## config.mk

```make
export PLATFORM = sky130hd
export DESIGN_NAME = lnk_tpat_engine
export DESIGN_NICKNAME = d
export VERILOG_FILES = /design/src/rtl/lnk_tpat_pkg.sv /design/src/rtl/lnk_tpat_gen.sv /design/src/rtl/lnk_tpat_chk.sv /design/src/rtl/lnk_tpat_mon.sv /design/src/rtl/lnk_tpat_engine.sv
export SDC_FILE = /design/constraint.sdc
export NUM_CORES = 1
export LEC_CHECK = 0
export CAP_MARGIN = 20
export CORE_AREA = 8 8 106 108
export CTS_CLUSTER_SIZE = 30
export DETAILED_ROUTE_END_ITERATION = 7
export DIE_AREA = 0 0 114 116
export SLEW_MARGIN = 20
export SYNTH_ARGS = -nofsm -noshare
export SYNTH_HDL_FRONTEND = slang
export SYNTH_SLANG_ARGS = --single-unit
```

## constraint.sdc

```tcl
create_clock -name clk -period 2.45 [get_ports clk]
set_input_delay 0.49 -clock clk [delete_from_list [all_inputs] [get_ports clk]]
set_output_delay 0.49 -clock clk [all_outputs]
set_load 0.01 [all_outputs]
```

## src/rtl/lnk_tpat_pkg.sv

```systemverilog
package lnk_tpat_pkg;

  localparam int WORD_W = 10;
  localparam int SEQ_W  = 7;

  localparam logic [WORD_W-1:0] HF_WORD   = 10'h2AA;
  localparam logic [WORD_W-1:0] LF_WORD   = 10'h3E0;
  localparam logic [WORD_W-1:0] KNEG_WORD = 10'h0FA;
  localparam logic [WORD_W-1:0] KPOS_WORD = 10'h305;
  localparam logic [WORD_W-1:0] IDLE_WORD = 10'h17C;

  typedef enum logic [2:0] {
    GEN_OFF, GEN_PRBS, GEN_HF, GEN_LF, GEN_MIX, GEN_IDLE
  } gen_mode_e;

  typedef enum logic [2:0] {
    CHK_OFF, CHK_PRBS, CHK_HF, CHK_LF, CHK_MIX
  } chk_mode_e;

  // Word produced by WORD_W steps of x^7+x^6+1, first bit into position 0.
  function automatic logic [WORD_W-1:0] seq_word(input logic [SEQ_W-1:0] st);
    logic [SEQ_W-1:0]  s;
    logic [WORD_W-1:0] w;
    s = st;
    w = '0;
    for (int i = 0; i < WORD_W; i++) begin
      w[i] = s[6] ^ s[5];
      s    = {s[SEQ_W-2:0], w[i]};
    end
    return w;
  endfunction

  function automatic logic [SEQ_W-1:0] seq_advance(input logic [SEQ_W-1:0] st);
    logic [SEQ_W-1:0] s;
    s = st;
    for (int i = 0; i < WORD_W; i++) s = {s[SEQ_W-2:0], s[6] ^ s[5]};
    return s;
  endfunction

  // State that follows a received word: newest bit sits in position 0.
  function automatic logic [SEQ_W-1:0] seq_recover(input logic [WORD_W-1:0] w);
    logic [SEQ_W-1:0] s;
    for (int k = 0; k < SEQ_W; k++) s[k] = w[WORD_W-1-k];
    return s;
  endfunction

endpackage

```

## src/rtl/lnk_tpat_gen.sv

```systemverilog
module lnk_tpat_gen
  import lnk_tpat_pkg::*;
(
  input  logic              clk,
  input  logic              rst_n,
  input  gen_mode_e         mode,
  input  logic              tx_ready,
  output logic [WORD_W-1:0] tx_data,
  output logic              tx_valid
);

  logic [SEQ_W-1:0] seq_q;
  logic             phase_q;
  logic             xfer;

  assign tx_valid = (mode != GEN_OFF);
  assign xfer     = tx_valid && tx_ready;

  always_comb begin
    unique case (mode)
      GEN_PRBS: tx_data = seq_word(seq_q);
      GEN_HF:   tx_data = HF_WORD;
      GEN_LF:   tx_data = LF_WORD;
      GEN_MIX:  tx_data = phase_q ? KPOS_WORD : KNEG_WORD;
      GEN_IDLE: tx_data = IDLE_WORD;
      default:  tx_data = '0;
    endcase
  end

  always_ff @(posedge clk or negedge rst_n) begin
    if (!rst_n) begin
      seq_q   <= '1;
      phase_q <= 1'b0;
    end else if (xfer) begin
      if (mode == GEN_PRBS) seq_q   <= seq_advance(seq_q);
      if (mode == GEN_MIX)  phase_q <= ~phase_q;
    end
  end

  AST_TX_HOLD: assert property (@(posedge clk) disable iff (!rst_n)
    (tx_valid && !tx_ready) |=> ($stable(tx_data) || !$stable(mode)));

  AST_MIX_TOGGLE: assert property (@(posedge clk) disable iff (!rst_n)
    (mode == GEN_MIX && xfer) |=> (mode != GEN_MIX || tx_data == ~$past(tx_data)));

endmodule

```

## src/rtl/lnk_tpat_chk.sv

```systemverilog
module lnk_tpat_chk
  import lnk_tpat_pkg::*;
(
  input  logic              clk,
  input  logic              rst_n,
  input  chk_mode_e         mode,
  input  logic [WORD_W-1:0] rx_data,
  input  logic              rx_valid,
  output logic              restart,
  output logic              judged,
  output logic              bad
);

  chk_mode_e         mode_q;
  logic [WORD_W-1:0] prev_q;
  logic              have_q;

  assign restart = (mode != mode_q) || (mode == CHK_OFF);

  always_comb begin
    judged = 1'b0;
    bad    = 1'b0;
    if (rx_valid && !restart) begin
      unique case (mode)
        CHK_PRBS: begin
          judged = have_q;
          bad    = have_q && (rx_data != seq_word(seq_recover(prev_q)));
        end
        CHK_HF: begin
          judged = 1'b1;
          bad    = (rx_data != HF_WORD);
        end
        CHK_LF: begin
          judged = 1'b1;
          bad    = (rx_data != LF_WORD);
        end
        CHK_MIX: begin
          judged = 1'b1;
          bad    = !(rx_data == KNEG_WORD || rx_data == KPOS_WORD)
                   || (have_q && rx_data == prev_q);
        end
        default: ;
      endcase
    end
  end

  always_ff @(posedge clk or negedge rst_n) begin
    if (!rst_n) begin
      mode_q <= CHK_OFF;
      prev_q <= '0;
      have_q <= 1'b0;
    end else begin
      mode_q <= mode;
      if (restart) begin
        have_q <= 1'b0;
      end else if (rx_valid) begin
        prev_q <= rx_data;
        have_q <= 1'b1;
      end
    end
  end

  AST_SEED_FIRST: assert property (@(posedge clk) disable iff (!rst_n)
    (restart && mode == CHK_PRBS) |=> (mode != CHK_PRBS || !judged));

endmodule

```

## src/rtl/lnk_tpat_mon.sv

```systemverilog
module lnk_tpat_mon #(
  parameter int CNT_W     = 16,
  parameter int LOCK_RUN  = 8,
  parameter int LOSS_ERRS = 4,
  parameter int WIN_LEN   = 16
) (
  input  logic             clk,
  input  logic             rst_n,
  input  logic             restart,
  input  logic             judged,
  input  logic             bad,
  input  logic             err_clr,
  output logic             lock,
  output logic [CNT_W-1:0] err_count
);

  localparam int RUN_W  = $clog2(LOCK_RUN + 1);
  localparam int WIN_W  = $clog2(WIN_LEN);
  localparam int WERR_W = $clog2(LOSS_ERRS + 1);
  localparam logic [CNT_W-1:0] CNT_MAX = '1;

  logic [RUN_W-1:0]  run_q;
  logic [WIN_W-1:0]  win_q;
  logic [WERR_W-1:0] werr_q;

  always_ff @(posedge clk or negedge rst_n) begin
    if (!rst_n) begin
      lock   <= 1'b0;
      run_q  <= '0;
      win_q  <= '0;
      werr_q <= '0;
    end else if (restart) begin
      lock   <= 1'b0;
      run_q  <= '0;
      win_q  <= '0;
      werr_q <= '0;
    end else if (judged) begin
      if (!lock) begin
        if (bad) begin
          run_q <= '0;
        end else if (run_q == RUN_W'(LOCK_RUN - 1)) begin
          lock   <= 1'b1;
          run_q  <= '0;
          win_q  <= '0;
          werr_q <= '0;
        end else begin
          run_q <= run_q + 1'b1;
        end
      end else if (bad && werr_q == WERR_W'(LOSS_ERRS - 1)) begin
        lock  <= 1'b0;
        run_q <= '0;
      end else if (win_q == WIN_W'(WIN_LEN - 1)) begin
        win_q  <= '0;
        werr_q <= '0;
      end else begin
        win_q  <= win_q + 1'b1;
        werr_q <= werr_q + WERR_W'(bad);
      end
    end
  end

  always_ff @(posedge clk or negedge rst_n) begin
    if (!rst_n)                                   err_count <= '0;
    else if (err_clr)                             err_count <= '0;
    else if (judged && bad && err_count != CNT_MAX) err_count <= err_count + 1'b1;
  end

  AST_LOCK_ON_GOOD: assert property (@(posedge clk) disable iff (!rst_n)
    $rose(lock) |-> $past(judged && !bad));

  AST_CNT_SAT: assert property (@(posedge clk) disable iff (!rst_n)
    (err_count == CNT_MAX && !err_clr) |=> err_count == CNT_MAX);

  AST_CNT_STEP: assert property (@(posedge clk) disable iff (!rst_n)
    !err_clr |=> (err_count == $past(err_count) || err_count == $past(err_count) + CNT_W'(1)));

  AST_CNT_CLR: assert property (@(posedge clk) disable iff (!rst_n)
    err_clr |=> err_count == '0);

endmodule

```

## src/rtl/lnk_tpat_engine.sv

```systemverilog
module lnk_tpat_engine
  import lnk_tpat_pkg::*;
#(
  parameter int CNT_W     = 16,
  parameter int LOCK_RUN  = 8,
  parameter int LOSS_ERRS = 4,
  parameter int WIN_LEN   = 16
) (
  input  logic              clk,
  input  logic              rst_n,
  input  logic              prbs_pin,
  input  logic              prbs_gen_bit,
  input  logic              prbs_chk_bit,
  input  logic              pat_gen_en,
  input  logic              pat_chk_en,
  input  logic [2:0]        pat_sel,
  output logic [WORD_W-1:0] tx_data,
  output logic              tx_valid,
  input  logic              tx_ready,
  input  logic [WORD_W-1:0] rx_data,
  input  logic              rx_valid,
  output logic              rx_ready,
  input  logic              err_clr,
  output logic              chk_lock,
  output logic [CNT_W-1:0]  err_count
);

  gen_mode_e gen_mode;
  chk_mode_e chk_mode;
  logic      restart, judged, bad;

  assign rx_ready = 1'b1;

  always_comb begin
    gen_mode = GEN_OFF;
    if (prbs_gen_bit || prbs_pin) gen_mode = GEN_PRBS;
    else if (pat_gen_en) begin
      unique case (pat_sel)
        3'd0:    gen_mode = GEN_HF;
        3'd1:    gen_mode = GEN_LF;
        3'd2:    gen_mode = GEN_MIX;
        default: gen_mode = GEN_IDLE;
      endcase
    end
  end

  always_comb begin
    chk_mode = CHK_OFF;
    if (prbs_chk_bit || prbs_pin) chk_mode = CHK_PRBS;
    else if (pat_chk_en) begin
      unique case (pat_sel)
        3'd0:    chk_mode = CHK_HF;
        3'd1:    chk_mode = CHK_LF;
        3'd2:    chk_mode = CHK_MIX;
        default: chk_mode = CHK_OFF;
      endcase
    end
  end

  lnk_tpat_gen u_gen (
    .clk(clk), .rst_n(rst_n), .mode(gen_mode),
    .tx_ready(tx_ready), .tx_data(tx_data), .tx_valid(tx_valid)
  );

  lnk_tpat_chk u_chk (
    .clk(clk), .rst_n(rst_n), .mode(chk_mode),
    .rx_data(rx_data), .rx_valid(rx_valid),
    .restart(restart), .judged(judged), .bad(bad)
  );

  lnk_tpat_mon #(
    .CNT_W(CNT_W), .LOCK_RUN(LOCK_RUN), .LOSS_ERRS(LOSS_ERRS), .WIN_LEN(WIN_LEN)
  ) u_mon (
    .clk(clk), .rst_n(rst_n), .restart(restart), .judged(judged), .bad(bad),
    .err_clr(err_clr), .lock(chk_lock), .err_count(err_count)
  );

  AST_OFF_UNLOCKED: assert property (@(posedge clk) disable iff (!rst_n)
    (chk_mode == CHK_OFF) |=> !chk_lock);

  AST_IDLE_CODES: assert property (@(posedge clk) disable iff (!rst_n)
    (!prbs_gen_bit && !prbs_pin && pat_gen_en && pat_sel > 3'd2) |-> (tx_valid && tx_data == IDLE_WORD));

endmodule

```

==> flow_metrics.py <==
metrics = {
    "clock_tree": {
        "cts_hold_buffers": 0,
        "cts_tree": "built",
        "cts_buffers": 5,
        "clk_pin_slew_worst_paths_ns": 0.10,
        "clk_latency_ns": 0.30,
        "cts.sinks": 50,
        "cts_root_buffer": "clkbuf_8",
        "clk_path_buf_depth": 2,
        "htree_levels": 2,
    },
    "setup_path": {
        "cp-endpoint": "u_mon.win_q[2]$_DFFE_PN0P_",
        "reg2regPathDepth": 10,
        "r2r_start": "u_chk.prev_q[6]$_DFFE_PN0P_",
        "worstSetupPathType": "in2reg",
        "crit_family": "compound AO/OA/AOI/OAI gates",
        "cp-start-kind": "primary input",
        "timing.rr.end": "u_mon.err_count[13]$_DFFE_PN0P_",
        "crit_chain": "buf_6 -> and4bb_1 -> or4_1 -> a211o_1 -> a211oi_4 -> a21o_4 -> inv_4 -> a211o_4 -> a221o_1",
        "arrival_ns": 2.78,
        "max_stage_delay_ns": 0.46,
        "critical_path_required_ns": 2.65,
        "worstPathMaxFanout": 7,
        "r2r_setup_slack_ns": -0.04,
        "critPathBufInv": 2,
        "critPathLaunch": "pat_chk_en",
        "worstSetupEndpointType": "flip-flop",
        "critical_path_depth": 9,
        "cpMaxStageDelayCell": "or4_1",
    },
    "drt": {
        "ant_nets": 0,
        "routed_wl_mm": 8.91,
        "num_vias": 3040,
        "drt_iter0_markers": 128,
        "dr.pass1.iters": 4,
        "wl_per_cell_um": 15.2,
        "via_per_inst": 5.18,
        "drcViolationCount": 0,
    },
    "layout": {
        "design_area_mm2": 0.00479,
        "finalNonFillerCells": 587,
        "drive_gt1_share_pct": 35.5,
        "layout_common_cells": "56 x buf_4, 42 x dfrtp_1, 23 x clkdlybuf4s50_1",
        "area_growth_pct": 47.4,
        "num-nets-final": 481,
        "n_antenna_cell": 0,
        "layout_commonest_cell": "buf_4",
    },
    "pwr": {
        "seqPwrFrac_pct": 40.5,
        "intPower_mw": 1.83,
        "comb_power_share_pct": 38.4,
        "power.switching_uw": 938,
        "vdd_drop_max_v": 0.000310,
        "switching_share_pct": 33.9,
        "p_leak_nw": 2.01,
        "p_clk_share_pct": 21.1,
        "power_density_mw_per_mm2": 578,
    },
    "floorplan": {
        "fp.dieArea_mm2": 0.0132,
        "chipWidth_um": 114,
        "die_height_um": 116,
        "core_area_mm2": 0.00955,
        "row_count": 36,
        "pin_count": 52,
        "start_util_pct": 34.0,
    },
    "global_route": {
        "antenna_found_initial": 0,
        "grt_pass1_vias": 3111,
        "grt_overflow_total": 0,
        "grt_start_max_net_pins": 31,
        "track_usage_pct": 13.9,
        "grt_pass1_wl_mm": 15.1,
    },
    "status": {
        "violations": "setup timing",
        "status": "complete, but fails checks",
    },
    "placement": {
        "post-dp-hpwl_mm": 6.36,
        "dp_cells": 567,
        "portBuffers": 50,
        "place_worst_setup_slack_ns": -0.897,
        "placed_area_mm2": 0.00428,
        "gp_congestion": 0.800,
    },
    "timing": {
        "hold_ws_ns": 0.156,
        "skew_ns": 0.00846,
        "rsz0062_at_grt": "true",
        "period_share_pct": 105,
        "setup_viol": 22,
        "finalCriticalPeriod_ns": 2.58,
        "slew_headroom_pct": 64.4,
        "hold_viol_final": 0,
        "worst_pin_slew_ns": 0.534,
        "drv_slew": 0,
        "worst_slack_ns": -0.129,
        "fmaxAchievable_ghz": 0.388,
        "finalSetupTns_ns": -1.21,
    },
    "synthesis": {
        "async_flop_share_pct": 100,
        "avgSynthCellArea_um2": 9.36,
        "yosys_warnings": 0,
        "synth_nets": 375,
        "synth_cell_types": 61,
        "synth_seq_area_share_pct": 38.8,
        "syn_area_mm2": 0.00325,
        "synth_edf_count": 0,
        "ys_ff_latch": 50,
        "syn-instance-count": 347,
        "synth_top_flop_cell": "dfrtp_1",
    },
    "hold_path": {
        "hp-class": "in2async",
    },
    "flow_run": {
        "cap_violations": 0,
    },
}
[Yosys cell counts (all sizes together), types with 6 or more instances]
master / instances / area share, %
dfstp: 7 / 5.7
nor2: 22 / 2.5
nand2: 23 / 2.7
clkbuf: 11 / 1.3
inv: 8 / 1.0
mux2: 23 / 8.0
nor2b: 8 / 1.5
o31ai: 10 / 2.3
a21oi: 13 / 2.0
nand3: 15 / 2.3
nand4: 8 / 1.5
dfrtp: 43 / 33
o21ai: 18 / 2.8
xor2: 14 / 3.8
and3: 11 / 2.1
xnor2: 17 / 4.6
or4: 9 / 2.1
nor3: 13 / 2.0
buf: 6 / 0.89
[how the worst min path moves through the flow]
stage	endpoint	slack (ns)	cells past startpoint	startpoint
detailed placement	u_mon.win_q[1]$_DFFE_PN0P_	0.50	1	rst_n
CTS	u_mon.werr_q[0]$_DFFE_PN0P_	0.17	1	rst_n
global route	u_mon.werr_q[0]$_DFFE_PN0P_	0.18	1	rst_n
finish	u_mon.win_q[2]$_DFFE_PN0P_	0.16	1	rst_n
global placement	u_gen.seq_q[1]$_DFFE_PN1P_	0.49	2	u_gen.seq_q[1]$_DFFE_PN1P_
floorplan	u_chk.have_q$_DFFE_PN0P_	0.19	0	rst_n
[what timing repair did]
action | 4_1_cts | 5_1_grt
endpoints found under the setup margin | 38 | 29
buffers inserted | 10 | 1
resized for setup | 105 | 22
pin swaps | 37 | 17
gates cloned | 2 | 0
[cell families after synthesis]
family | count (synthesis) | synth area share, %
simple gates | 139 | 23.8
compound gates | 73 | 15.9
flops | 50 | 38.8
xor+xnor | 31 | 8.36
buf+inv | 25 | 3.16
mux | 23 | 7.97
fa+ha+maj | 5 | 1.93
other cells | 1 | 0.115
[worst register-to-register path, cell delays in order (launching register included)]
cell and delay (ns):
dfrtp_1 0.42, buf_4 0.16, xnor2_2 0.12, nand4_1 0.16
nor4_4 0.31, a211oi_4 0.09, a21o_4 0.24, buf_6 0.14
buf_16 0.15, nor4_4 0.27, mux2_4 0.32
[sequential cells by signal, summed over array words and instances, names as in the netlist, 3 cells and up]
| name | flops |
|---|---|
| u_chk.prev_q | 10 |
| u_mon.win_q | 4 |
| u_gen.seq_q | 7 |
| u_mon.run_q | 4 |
| u_mon.werr_q | 3 |
| u_mon.err_count | 16 |
| u_chk.mode_q | 3 |
[power by group through the flow]
| stage | Clock (mW) | Combinational, mW | Sequential [mW] |
|---|---|---|---|
| after floorplan | 0 | 0.605 | 1.08 |
| after global placement | 0 | 1.06 | 1.13 |
| after detailed placement | 0 | 1.07 | 1.14 |
| after CTS | 0.608 | 1.07 | 1.12 |
| after global routing | 0.638 | 1.18 | 1.14 |
| final | 0.585 | 1.06 | 1.12 |
[layer usage]
layer | up-vias | track usage [%] | share of wire (%)
met5 | - | 0 | 0
met1 | 1488 | 17.6 | 45
met4 | 0 | 4.08 | 1.3
met3 | 9 | 2.24 | 3.0
met2 | 45 | 23.7 | 51
li1 | 1498 | - | -
[metrics by stage]
stage / util, % / power, mW
floorplan: - / 1.69
global placement: 44.9 / 2.18
detailed placement: 44.9 / 2.21
CTS: 49.5 / 2.80
global route: 50.1 / 2.96
finish: 50.1 / 2.77
[area by class of cell]
type                            count  area [um^2]
Fill cell                         899         4760
Multi-Input combinational cell    272         2180
Sequential cell                    50         1260
Timing Repair Buffer              116         1040
Tap cell                          133          166
Clock buffer                        5         68.8
Clock inverter                      3         40.0
Inverter                            8         32.5
(Power assumes the default switching activity.)
